$ cat src/rtl/bwl_pkg.sv
package bwl_pkg;

   // Region seen by the sound processor for one address
   typedef enum logic [1:0] {
      RGN_LOCAL  = 2'd0,
      RGN_OTHER  = 2'd1,
      RGN_BANK   = 2'd2,
      RGN_WINDOW = 2'd3
   } region_e;

   function automatic int unsigned cnt_width(input int unsigned n);
      return (n < 2) ? 1 : $clog2(n);
   endfunction

endpackage

$ cat src/rtl/bwl_region_dec.sv
module bwl_region_dec
   import bwl_pkg::*;
#(
   parameter int unsigned CPU_AW        = 16,
   parameter int unsigned LOCAL_SPAN_AW = 14,
   parameter logic [CPU_AW-1:0] BANK_REG_ADDR = 16'h6000
) (
   input  logic [CPU_AW-1:0] addr,
   output region_e           region,
   output logic              local_sel,
   output logic              bank_sel,
   output logic              win_sel
);

   localparam int unsigned LOCAL_TOP = 1 << LOCAL_SPAN_AW;

   always_comb begin
      if (addr[CPU_AW-1])
         region = RGN_WINDOW;
      else if (32'(addr) < LOCAL_TOP)
         region = RGN_LOCAL;
      else if (addr == BANK_REG_ADDR)
         region = RGN_BANK;
      else
         region = RGN_OTHER;
   end

   assign local_sel = (region == RGN_LOCAL);
   assign bank_sel  = (region == RGN_BANK);
   assign win_sel   = (region == RGN_WINDOW);

endmodule

$ cat src/rtl/bwl_bit_loader.sv
module bwl_bit_loader #(
   parameter int unsigned BASE_W = 9,
   parameter int unsigned CNT_W  = 4
) (
   input  logic              clk,
   input  logic              rst_n,
   input  logic              load_en,
   input  logic              load_bit,
   output logic [BASE_W-1:0] base_o,
   output logic [CNT_W-1:0]  cnt_o,
   output logic              busy_o
);

   localparam logic [CNT_W-1:0] LAST = CNT_W'(BASE_W - 1);

   logic [CNT_W-1:0] cnt_q;
   logic             first_w;

   assign first_w = (cnt_q == '0);

   always_ff @(posedge clk) begin
      if (!rst_n)
         cnt_q <= '0;
      else if (load_en)
         cnt_q <= (cnt_q == LAST) ? '0 : cnt_q + 1'b1;
   end

   // One flop per base bit: written on its own slot, cleared on the first slot
   for (genvar i = 0; i < BASE_W; i++) begin : g_bit
      logic bit_q;
      always_ff @(posedge clk) begin
         if (!rst_n)
            bit_q <= 1'b0;
         else if (load_en && (cnt_q == CNT_W'(i)))
            bit_q <= load_bit;
         else if (load_en && first_w)
            bit_q <= 1'b0;
      end
      assign base_o[i] = bit_q;
   end

   assign cnt_o  = cnt_q;
   assign busy_o = !first_w;

endmodule

$ cat src/rtl/bwl_xlate.sv
module bwl_xlate #(
   parameter int unsigned CPU_AW       = 16,
   parameter int unsigned HOST_AW      = 24,
   parameter int unsigned WIN_AW       = 15,
   parameter logic [HOST_AW-1:0] ROM_LIMIT = 24'h400000,
   parameter bit          EVEN_IS_HIGH = 1'b1
) (
   input  logic [HOST_AW-WIN_AW-1:0] base,
   input  logic [CPU_AW-1:0]         addr,
   input  logic                      win_sel,
   output logic [HOST_AW-1:0]        host_addr,
   output logic                      rom_sel,
   output logic                      lane_hi
);

   logic [HOST_AW-1:0] raw;

   assign raw       = {base, addr[WIN_AW-1:0]};
   assign host_addr = win_sel ? raw : '0;
   assign rom_sel   = win_sel && (raw < ROM_LIMIT);

   if (EVEN_IS_HIGH) begin : g_even_high
      assign lane_hi = win_sel && !addr[0];
   end else begin : g_odd_high
      assign lane_hi = win_sel && addr[0];
   end

endmodule

$ cat src/rtl/bank_window_xlate.sv
module bank_window_xlate
   import bwl_pkg::*;
#(
   parameter int unsigned CPU_AW        = 16,
   parameter int unsigned HOST_AW       = 24,
   parameter int unsigned WIN_AW        = 15,
   parameter int unsigned LOCAL_AW      = 13,
   parameter int unsigned LOCAL_SPAN_AW = 14,
   parameter int unsigned DATA_W        = 8,
   parameter logic [CPU_AW-1:0]  BANK_REG_ADDR = 16'h6000,
   parameter logic [HOST_AW-1:0] ROM_LIMIT     = 24'h400000,
   parameter bit          EVEN_IS_HIGH  = 1'b1
) (
   input  logic                clk,
   input  logic                rst_n,
   input  logic [CPU_AW-1:0]   cpu_addr,
   input  logic [DATA_W-1:0]   cpu_wdata,
   input  logic                cpu_wr,
   output logic [HOST_AW-1:0]  host_addr,
   output logic                win_hit,
   output logic                rom_sel,
   output logic                lane_hi,
   output logic                local_sel,
   output logic [LOCAL_AW-1:0] local_addr,
   output logic                load_busy
);

   localparam int unsigned BASE_W = HOST_AW - WIN_AW;
   localparam int unsigned CNT_W  = cnt_width(BASE_W);

   // Elaboration-time parameter checks
   if (WIN_AW != CPU_AW - 1) begin : g_chk_win
      $error("window must cover the upper half of the sound address space");
   end
   if (HOST_AW <= WIN_AW + 1) begin : g_chk_host
      $error("host address must exceed window width by at least two bits");
   end
   if (LOCAL_AW > LOCAL_SPAN_AW || LOCAL_SPAN_AW >= CPU_AW - 1) begin : g_chk_local
      $error("local RAM span inconsistent with address widths");
   end

   region_e           region;
   logic              bank_sel;
   logic              win_sel;
   logic [BASE_W-1:0] bank_base;
   logic [CNT_W-1:0]  load_cnt;

   bwl_region_dec #(
      .CPU_AW        (CPU_AW),
      .LOCAL_SPAN_AW (LOCAL_SPAN_AW),
      .BANK_REG_ADDR (BANK_REG_ADDR)
   ) u_dec (
      .addr      (cpu_addr),
      .region    (region),
      .local_sel (local_sel),
      .bank_sel  (bank_sel),
      .win_sel   (win_sel)
   );

   bwl_bit_loader #(
      .BASE_W (BASE_W),
      .CNT_W  (CNT_W)
   ) u_ld (
      .clk      (clk),
      .rst_n    (rst_n),
      .load_en  (cpu_wr && bank_sel),
      .load_bit (cpu_wdata[0]),
      .base_o   (bank_base),
      .cnt_o    (load_cnt),
      .busy_o   (load_busy)
   );

   bwl_xlate #(
      .CPU_AW       (CPU_AW),
      .HOST_AW      (HOST_AW),
      .WIN_AW       (WIN_AW),
      .ROM_LIMIT    (ROM_LIMIT),
      .EVEN_IS_HIGH (EVEN_IS_HIGH)
   ) u_xl (
      .base      (bank_base),
      .addr      (cpu_addr),
      .win_sel   (win_sel),
      .host_addr (host_addr),
      .rom_sel   (rom_sel),
      .lane_hi   (lane_hi)
   );

   assign win_hit    = win_sel;
   assign local_addr = cpu_addr[LOCAL_AW-1:0];

endmodule

$ cat config.mk
export PLATFORM = sky130hd
export DESIGN_NAME = bank_window_xlate
export DESIGN_NICKNAME = d
export VERILOG_FILES = /design/src/rtl/bwl_pkg.sv /design/src/rtl/bwl_region_dec.sv /design/src/rtl/bwl_bit_loader.sv /design/src/rtl/bwl_xlate.sv /design/src/rtl/bank_window_xlate.sv
export SDC_FILE = /design/constraint.sdc
export NUM_CORES = 1
export LEC_CHECK = 0
export BUFFER_PORTS_ARGS = -buffer_cell sky130_fd_sc_hd__buf_2
export CORE_ASPECT_RATIO = 0.8
export CORE_UTILIZATION = 38
export DETAILED_ROUTE_END_ITERATION = 8
export PLACE_DENSITY = 0.79
export RECOVER_POWER = 25
export SLEW_MARGIN = 25
export SYNTH_ARGS = -nofsm -noshare
export SYNTH_HDL_FRONTEND = slang
export SYNTH_SLANG_ARGS = --single-unit
$ cat constraint.sdc
create_clock -name clk -period 1.46 [get_ports clk]
set_input_delay 0.219 -clock clk [delete_from_list [all_inputs] [get_ports clk]]
set_output_delay 0.219 -clock clk [all_outputs]
set_load 0.005 [all_outputs]
==> summary.md, run 1 <==
| Metric | Value |
|---|---|
| FFs w/ async S/R, synth | `0%` |
| Status | `finished, final reports clean` |
| Slew margin rel. | `74.1%` |
| Clk_skew | `14.1 ps` |
| Post-route ant nets | `0` |
| Die X-Extent | `62.1 um` |
| Sequential share of the synthesized area | `23.7%` |
| Post-synth EDFFs | `0` |
| Post-synth top area cell | `dfxtp_1` |
| CP top delay family | `simple AND/OR/NAND/NOR gates` |
| Area growth, synth to finish | `45.7%` |
| Longest Clk Path Bufs | `2` |
| Synth Register Bits | `13` |
| Area contributors post-synth | `dfxtp_1 (24%), and2_1 (16%), buf_4 (8.9%), a21oi_1 (4.6%), ha_1 (4.6%)` |
| Avg Inst Size Synth | `7.90 um^2` |
| VDD IR max | `0.322 mV` |
| Initial antenna violation count | `0` |
| Static Leak | `0.721 nW` |
| Top_reg_cell synth | `dfxtp_1` |
| Die Span Y | `50.1 um` |
| Final Hold Vio Count | `0` |
| Overall power | `0.723 mW` |
| RSZ-0062 raised after global routing | `yes` |
| GRT overflow | `0` |
| CTS tree | `yes` |
| Yosys warning count | `0` |
| Via density | `5.02` |
| Final period utilization | `97.8%` |
| Actual slew at the worst max-slew pin | `387 ps` |
| Synth top cells by count | `and2_1 (28), buf_4 (13), dfxtp_1 (13)` |
| Detailed Route Iter0 Violations | `37` |
| Worst-path cell chain | `inv_4 -> ha_4 -> nand2_1 -> or4_1 -> a21oi_1` |
| Syn nets | `170` |
| DRC viols | `0` |
| Area of the core | `2740 um^2` |
| Distinct cells, synth | `31` |
| Root Driver | `clkbuf_4` |
| Via count | `1250` |
| Post-DP HPWL | `2300 um` |
| Global router's overall resource usage | `19.6%` |
| WS Path Type | `register to register` |
| Hold buffer count at CTS | `0` |
| Worst path bufs/invs | `1` |
| Power per cell area | `452 nW/um^2` |
| Routed len/inst | `11.8 um` |
| GPL Wtd Cong | `0.818` |
| Share of cells above drive strength 1 | `46.4%` |
| Initial core utilization | `40.0%` |
| H-tree levels | `1` |
| Rows | `17` |
| Fmax | `700 MHz` |
| Max cap viols | `0` |
| Max incr delay on CP | `520 ps` |
| Die ar. | `3110 um^2` |
| Crit start category | `register` |
| Final wirelength | `2940 um` |
| Diode count | `0` |
| Worst EP required | `1660 ps` |
| Post-synth top area share | `23.7%` |
| Clock buffer count from CTS | `3` |
| First-pass GRT wire length | `4750 um` |
| Max stage delay cell, worst path | `or4_1` |
| Post-layout util | `58.3%` |
| Worst Path Max Fanout | `4` |
| Post-Syn Instances | `139` |
| Final setup viols | `0` |
| Count leader, synth | `and2_1` |
| Worst hold path type | `primary input to register` |
| Total I/O pin count | `69` |
| Final nets | `243` |
| Crit path DAT | `1630 ps` |
| Final critical-path required period | `1430 ps` |
| I/O Buffers | `61` |
| Vias in the first global route | `1076` |
| Final count of pins violating max slew | `0` |
| Clock Pin Slew Worst Setup and Hold Paths | `90 ps` |
| Mapped Area | `1100 um^2` |
| Clock sink count | `13` |
| Worst skew pair latency | `280 ps` |
| Largest net degree at the start of global routing | `29` |
| TritonRoute pass-1 iters | `4` |
| Crit. End Element | `register` |
==> placed cells by master, fill, tap and decap left out, drive strengths merged <==
cell type and count:
buf 78, and2 28, clkbuf 17, dfxtp 13, nand2 11, a21oi 10, o21ai 6, o31ai 5
nand3 5, o2bb2ai 4, nand4 4, ha 4, inv 4, or4 3, a2111oi 3, nor2b 2
nor4b 2, nor2 2, nor4 2, nor3b 1, nor3 1, nand2b 1, clkinv 1, and3 1
o2111ai 1, a31o 1, and4 1
==> cells by family (layout without fill, tap and decap cells) <==
kind of cell | Yosys count | count (layout) | synth area share (%)
simple gates | 64 | 64 | 39.7
compound gates | 30 | 30 | 17.9
buf+inv | 28 | 100 | 14.1
flops | 13 | 13 | 23.7
fa+ha+maj | 4 | 4 | 4.56
==> repair_timing <==
| action | in CTS | in global routing |
|---|---|---|
| gates cloned | 0 | 0 |
| endpoints found under the setup margin | 7 | 8 |
| setup buffers | 0 | 1 |
| pin swaps | 1 | 2 |
| resized for setup | 6 | 11 |
==> power breakdown <==
part           switching [mW]  leakage (nW)  internal [mW]
logic                  0.0703         0.600         0.0746
clock network           0.120        0.0150          0.106
registers         0.000000710         0.106          0.352
total                   0.190         0.721          0.533
==> cell type report <==
type                    instances  area (um^2)
clock buffers                   4         26.3
well taps                      38         47.5
multi-input cells              98          722
inverters                       5         23.8
repair buffers                 91          515
fillers                       271         1140
flip-flops and latches         13          265
==> worst register-to-register path, stage by stage (launching register included) <==
cell	delay, ps
dfxtp_2	360
inv_4	70
ha_4	160
nand2_1	80
or4_1	520
a21oi_1	160
==> layer usage <==
metal | track usage [%] | part of all wire, % | vias to the layer above | routed length (um)
li1 | - | - | 621 | -
met1 | 23.2 | 44 | 583 | 1300
met2 | 35.0 | 50 | 44 | 1460
met3 | 6.25 | 5.6 | 2 | 165
met4 | 3.49 | 0.41 | 0 | 12
met5 | 0 | 0 | - | 0
==> worst paths after layout <==
kind / startpoint / to / slack, ps / depth (start not counted)
hold / removal: rst_n / u_ld.g_bit[4].bit_q / 240 / 3
setup reg to reg: u_ld.cnt_o[0] / u_ld.g_bit[0].bit_q / 30 / 5
setup / recovery: u_ld.cnt_o[0] / u_ld.g_bit[0].bit_q / 30 / 5
hold reg to reg: u_ld.g_bit[4].bit_q / u_ld.g_bit[4].bit_q / 470 / 2
==> sequential cells by signal, summed over array words and instances, names as in the netlist <==
name and flops:
u_ld.cnt_o 4, u_ld.g_bit.bit_q 9
==> metrics by stage <==
step	hold WS, ps	instances	area (um^2)	setup TNS [ps]	setup slack (ps)
after floorplan	359	139	1100	0	26.8
after global routing	257	249	1600	-48.9	-36.2
final	244	249	1600	0	31.8
after CTS	233	248	1580	-110	-27.8
after global placement	447	244	1540	-1150	-179
after detailed placement	461	244	1540	-1470	-297
Note: power is estimated with default switching activity, not from simulation.
==> run 2: changes to the inputs <==
- RECOVER_POWER: 25 -> 100
==> run 2 against run 1 <==
Clock-buffer cell count did not move. Sequential cell count did not move. Die area did not move. Non-clock buffer count did not move. Global-route usage did not move. Clock power barely moved. Utilization fell by 0.23 points. Combinational power barely moved. Setup slack barely moved. First-iteration DRC count fell by 11%. Critical path type unchanged. Cell count did not move.
==> summary.md, run 2 (synthesis results as in run 1) <==
| Metric | Value |
|---|---|
| Post-DP HPWL | `2300 um` |
| WS Path Type | `register to register` |
| Post-route ant nets | `0` |
| Die X-Extent | `62.1 um` |
| Diode count | `0` |
| GRT overflow | `0` |
| VDD IR max | `0.322 mV` |
| Area of the core | `2740 um^2` |
| Max cap viols | `0` |
| Crit. End Element | `register` |
| Dpl cell area | `1540 um^2` |
| Clk_skew | `14.2 ps` |
| Global router's overall resource usage | `19.6%` |
| RSZ-0062 raised after global routing | `yes` |
| Longest Clk Path Bufs | `2` |
| Die ar. | `3110 um^2` |
| TritonRoute pass-1 iters | `4` |
| Vias in the first global route | `1076` |
| Worst EP required | `1660 ps` |
| Min Hold Slack | `244 ps` |
| Final nets | `243` |
| Slew margin rel. | `74.1%` |
| Actual slew at the worst max-slew pin | `387 ps` |
| First-pass GRT wire length | `4750 um` |
| Die Span Y | `50.1 um` |
| Power per cell area | `452 nW/um^2` |
| Placed Cells | `244` |
| Via count | `1248` |
| H-tree levels | `1` |
| Share of cells above drive strength 1 | `45.0%` |
| Routed len/inst | `11.9 um` |
| GPL Wtd Cong | `0.818` |
| Worst skew pair latency | `280 ps` |
| Status | `finished, final reports clean` |
| Most frequent cells in the layout | `buf_2 (44), buf_4 (28), and2_1 (21)` |
| Fmax | `700 MHz` |
| Commonest non-fill, non-tap cell in the layout | `buf_2` |
| Clock sink count | `13` |
| CTS tree | `yes` |
| Final non-filler cell total | `249` |
| Static Leak | `0.705 nW` |
| DRC viols | `0` |
| Fillers | `274` |
| Post-layout util | `58.1%` |
| Crit start category | `register` |
| Detailed Route Iter0 Violations | `33` |
| Setup ws final | `31.8 ps` |
| Largest register FFs | `9` |
| Worst hold path type | `primary input to register` |
| Root Driver | `clkbuf_4` |
| Biggest register | `u_ld.g_bit.bit_q` |
| Final wirelength | `2960 um` |
| Via density | `5.01` |
| Area growth, synth to finish | `45.1%` |
| Final instance area | `1590 um^2` |
| Crit path DAT | `1630 ps` |
| I/O Buffers | `61` |
| Final setup viols | `0` |
| Final period utilization | `97.8%` |
| Initial antenna violation count | `0` |
| Hold buffer count at CTS | `0` |
| Largest net degree at the start of global routing | `29` |
| Overall power | `0.721 mW` |
| Rows | `17` |
| Final count of pins violating max slew | `0` |
| Clock buffer count from CTS | `3` |
| Final critical-path required period | `1430 ps` |
| Total I/O pin count | `69` |
| Worst Path Max Fanout | `4` |
| Dpl ws | `-297 ps` |
| Initial core utilization | `40.0%` |
| Final Hold Vio Count | `0` |
| Clock Pin Slew Worst Setup and Hold Paths | `90 ps` |
| Setup TNS | `0 ps` |
run 2: path summary, 6_finish.rpt:
path | slack [ps] | to | startpoint | depth (start not counted)
max | 30 | u_ld.g_bit[0].bit_q | u_ld.cnt_o[0] | 5
min | 240 | u_ld.g_bit[4].bit_q | rst_n | 3
max reg2reg | 30 | u_ld.g_bit[0].bit_q | u_ld.cnt_o[0] | 5
min reg2reg | 470 | u_ld.g_bit[4].bit_q | u_ld.g_bit[4].bit_q | 2
run 2: final cells by class:
class / count / area (um^2) / area share (%)
multi-input cells: 98 / 722 / 45.3
well taps: 38 / 47.5 / 2.98
clock buffers: 4 / 26.3 / 1.65
flip-flops and latches: 13 / 265 / 16.6
repair buffers: 91 / 509 / 31.9
inverters: 5 / 23.8 / 1.49
run 2: power breakdown:
| group | total [mW] | switching [mW] | leakage (nW) | internal, mW |
|---|---|---|---|---|
| registers | 0.352 | 0.000000713 | 0.106 | 0.352 |
| clock network | 0.226 | 0.120 | 0.0150 | 0.106 |
| logic | 0.143 | 0.0709 | 0.584 | 0.0717 |
| total | 0.721 | 0.191 | 0.705 | 0.530 |
run 2: layer usage:
metal	track usage, %	up-vias	wire [um]	share of wire (%)
met5	0	-	0	0
met4	3.49	0	12	0.41
met3	6.25	2	164	5.5
met2	35.0	44	1460	49
met1	23.2	582	1320	45
li1	-	620	-	-
run 2: repair_timing:
action / in CTS / in global routing
buffers inserted: 0 / 1
gates resized for setup: 6 / 11
pin swaps: 1 / 2
endpoints found under the hold margin: 0 / 0
endpoints found under the setup margin: 7 / 8
run 2: worst max-delay path: stages, from the launching register on:
cell and delay [ps]:
dfxtp_2 360, inv_4 70, ha_4 160, nand2_1 80
or4_1 520, a21oi_1 160
==> run 3: changes to the inputs <==
- CORE_UTILIZATION: 38 -> 46
- PLACE_DENSITY: 0.79 -> 0.89
- clock period: 1.46 -> 1.7 ns (I/O delays scaled with it)
==> run 3 against run 2 <==
Global-route usage rose by 1.9 points. Largest power group unchanged. Cell count down 14%. Non-clock buffer count decreased by 22. Design area shrank 14%. Clock power is 16% lower. Critical path depth stayed put. Routed wire length decreased by 4.1%. Power is 15% lower. Register-to-register slack gained 100 ps. Largest cell class unchanged. Via count down 4.8%.
==> summary.md, run 3 (synthesis results as in run 1) <==
| Metric | Value |
|---|---|
| Status | `finished, final reports clean` |
| Clk_skew | `2.90 ps` |
| Worst-path cell chain | `inv_1 -> ha_4 -> nand2b_2 -> or4_1 -> a21oi_1` |
| Final count of pins violating max slew | `0` |
| Biggest register | `u_ld.g_bit.bit_q` |
| Overall power | `0.610 mW` |
| WL met1 | `1250 um` |
| Setup TNS | `0 ps` |
| Max incr delay on CP | `490 ps` |
| Final nets | `221` |
| Die Span Y | `45.7 um` |
| TritonRoute pass-1 iters | `4` |
| Highest routed layer | `met4` |
| Final non-filler cell total | `214` |
| Placed Cells | `210` |
| I/O Buffers | `61` |
| Post-CTS resize count | `1` |
| Clock buffer count from CTS | `3` |
| Rows | `15` |
| Crit path DAT | `1770 ps` |
| Final critical-path required period | `1570 ps` |
| Power per cell area | `446 nW/um^2` |
| Die ar. | `2590 um^2` |
| Commonest non-fill, non-tap cell in the layout | `buf_2` |
| Post-DP HPWL | `2160 um` |
| Detailed Route Iter0 Violations | `60` |
| Via density | `5.55` |
| GRT overflow | `0` |
| Vias in the first global route | `990` |
| Area growth, synth to finish | `24.6%` |
| Largest register FFs | `9` |
| Worst Path Max Fanout | `8` |
| Slew margin rel. | `72.3%` |
| Static Leak | `0.566 nW` |
| VDD IR max | `0.426 mV` |
| Initial core utilization | `50.0%` |
| Routed met2 length | `1400 um` |
| Worst hold path type | `primary input to register` |
| Fmax | `638 MHz` |
| WS Path Type | `register to register` |
| H-tree levels | `1` |
| Longest Clk Path Bufs | `2` |
| Final setup viols | `0` |
| Hold buffer count at CTS | `0` |
| Total I/O pin count | `69` |
| Worst skew pair latency | `270 ps` |
| Actual slew at the worst max-slew pin | `405 ps` |
| Final Hold Vio Count | `0` |
| Crit start category | `register` |
| Max cap viols | `0` |
| Clock Pin Slew Worst Setup and Hold Paths | `80 ps` |
| Met3 WL | `172 um` |
| Most frequent cells in the layout | `buf_2 (37), and2_1 (26), clkbuf_1 (23)` |
| RSZ-0062 raised after global routing | `no` |
| First-pass GRT wire length | `4330 um` |
| Largest net degree at the start of global routing | `29` |
| Initial antenna violation count | `0` |
| Post-route ant nets | `0` |
| Diode count | `0` |
| GPL Wtd Cong | `0.857` |
| Crit. End Element | `register` |
| Global router's overall resource usage | `21.5%` |
| Worst EP required | `1910 ps` |
| Postcts setup bufs | `0` |
| Via count | `1188` |
| Share of cells above drive strength 1 | `31.2%` |
| Final period utilization | `92.2%` |
| CTS tree | `yes` |
| Routed len/inst | `13.2 um` |
| Final wirelength | `2830 um` |
| Area of the core | `2200 um^2` |
| Root Driver | `clkbuf_4` |
| DRC viols | `0` |
| Die X-Extent | `56.6 um` |
| Clock sink count | `13` |
| Max stage delay cell, worst path | `or4_1` |
==> run 3: layer usage <==
metal | GRT usage (%) | up-vias
met2 | 38.1 | 39
met3 | 6.25 | 2
li1 | - | 578
met4 | 2.93 | 0
met5 | 0 | -
met1 | 26.8 | 569
==> run 3: cell type report <==
class | count | area (um^2)
repair buffers | 69 | 333
flip-flops and latches | 13 | 260
fillers | 197 | 827
clock buffers | 4 | 26.3
inverters | 5 | 18.8
well taps | 25 | 31.3
multi-input cells | 98 | 699
==> run 3: final timing paths <==
path	from	to	slack, ps	depth (start not counted)
max reg2reg	u_ld.cnt_o[0]	u_ld.g_bit[8].bit_q	130	5
max	u_ld.cnt_o[0]	u_ld.g_bit[8].bit_q	130	5
min	rst_n	u_ld.g_bit[7].bit_q	270	3
min reg2reg	u_ld.g_bit[4].bit_q	u_ld.g_bit[4].bit_q	470	2
==> run 3: critical path, delay by kind of cell, from the launching register on <==
kind | cells | cell delay (ps)
AOI/OAI and AO/OA | 1 | 150
adders and majority gates | 1 | 220
buffers and inverters | 1 | 170
DFF | 1 | 350
and+or+nand+nor | 2 | 610
==> run 3: power breakdown <==
group / total [mW] / switching [mW] / internal, mW / leakage, nW
Sequential: 0.304 / 0.000000561 / 0.304 / 0.105
Combinational: 0.116 / 0.0615 / 0.0543 / 0.447
Clock: 0.190 / 0.0990 / 0.0910 / 0.0150
Total: 0.610 / 0.160 / 0.449 / 0.566
==> run 3: per-stage QoR <==
stage	cell area (um^2)	util, %	hold WS, ps	setup slack (ps)
6_report	1370	62.3	274	132
5_1_grt	1370	62.3	276	46.6
4_1_cts	1390	63.2	276	37.1
3_5_place_dp	1360	61.9	457	-49.8
3_3_place_gp	1360	61.9	446	21.2
2_1_floorplan	1100	-	395	232
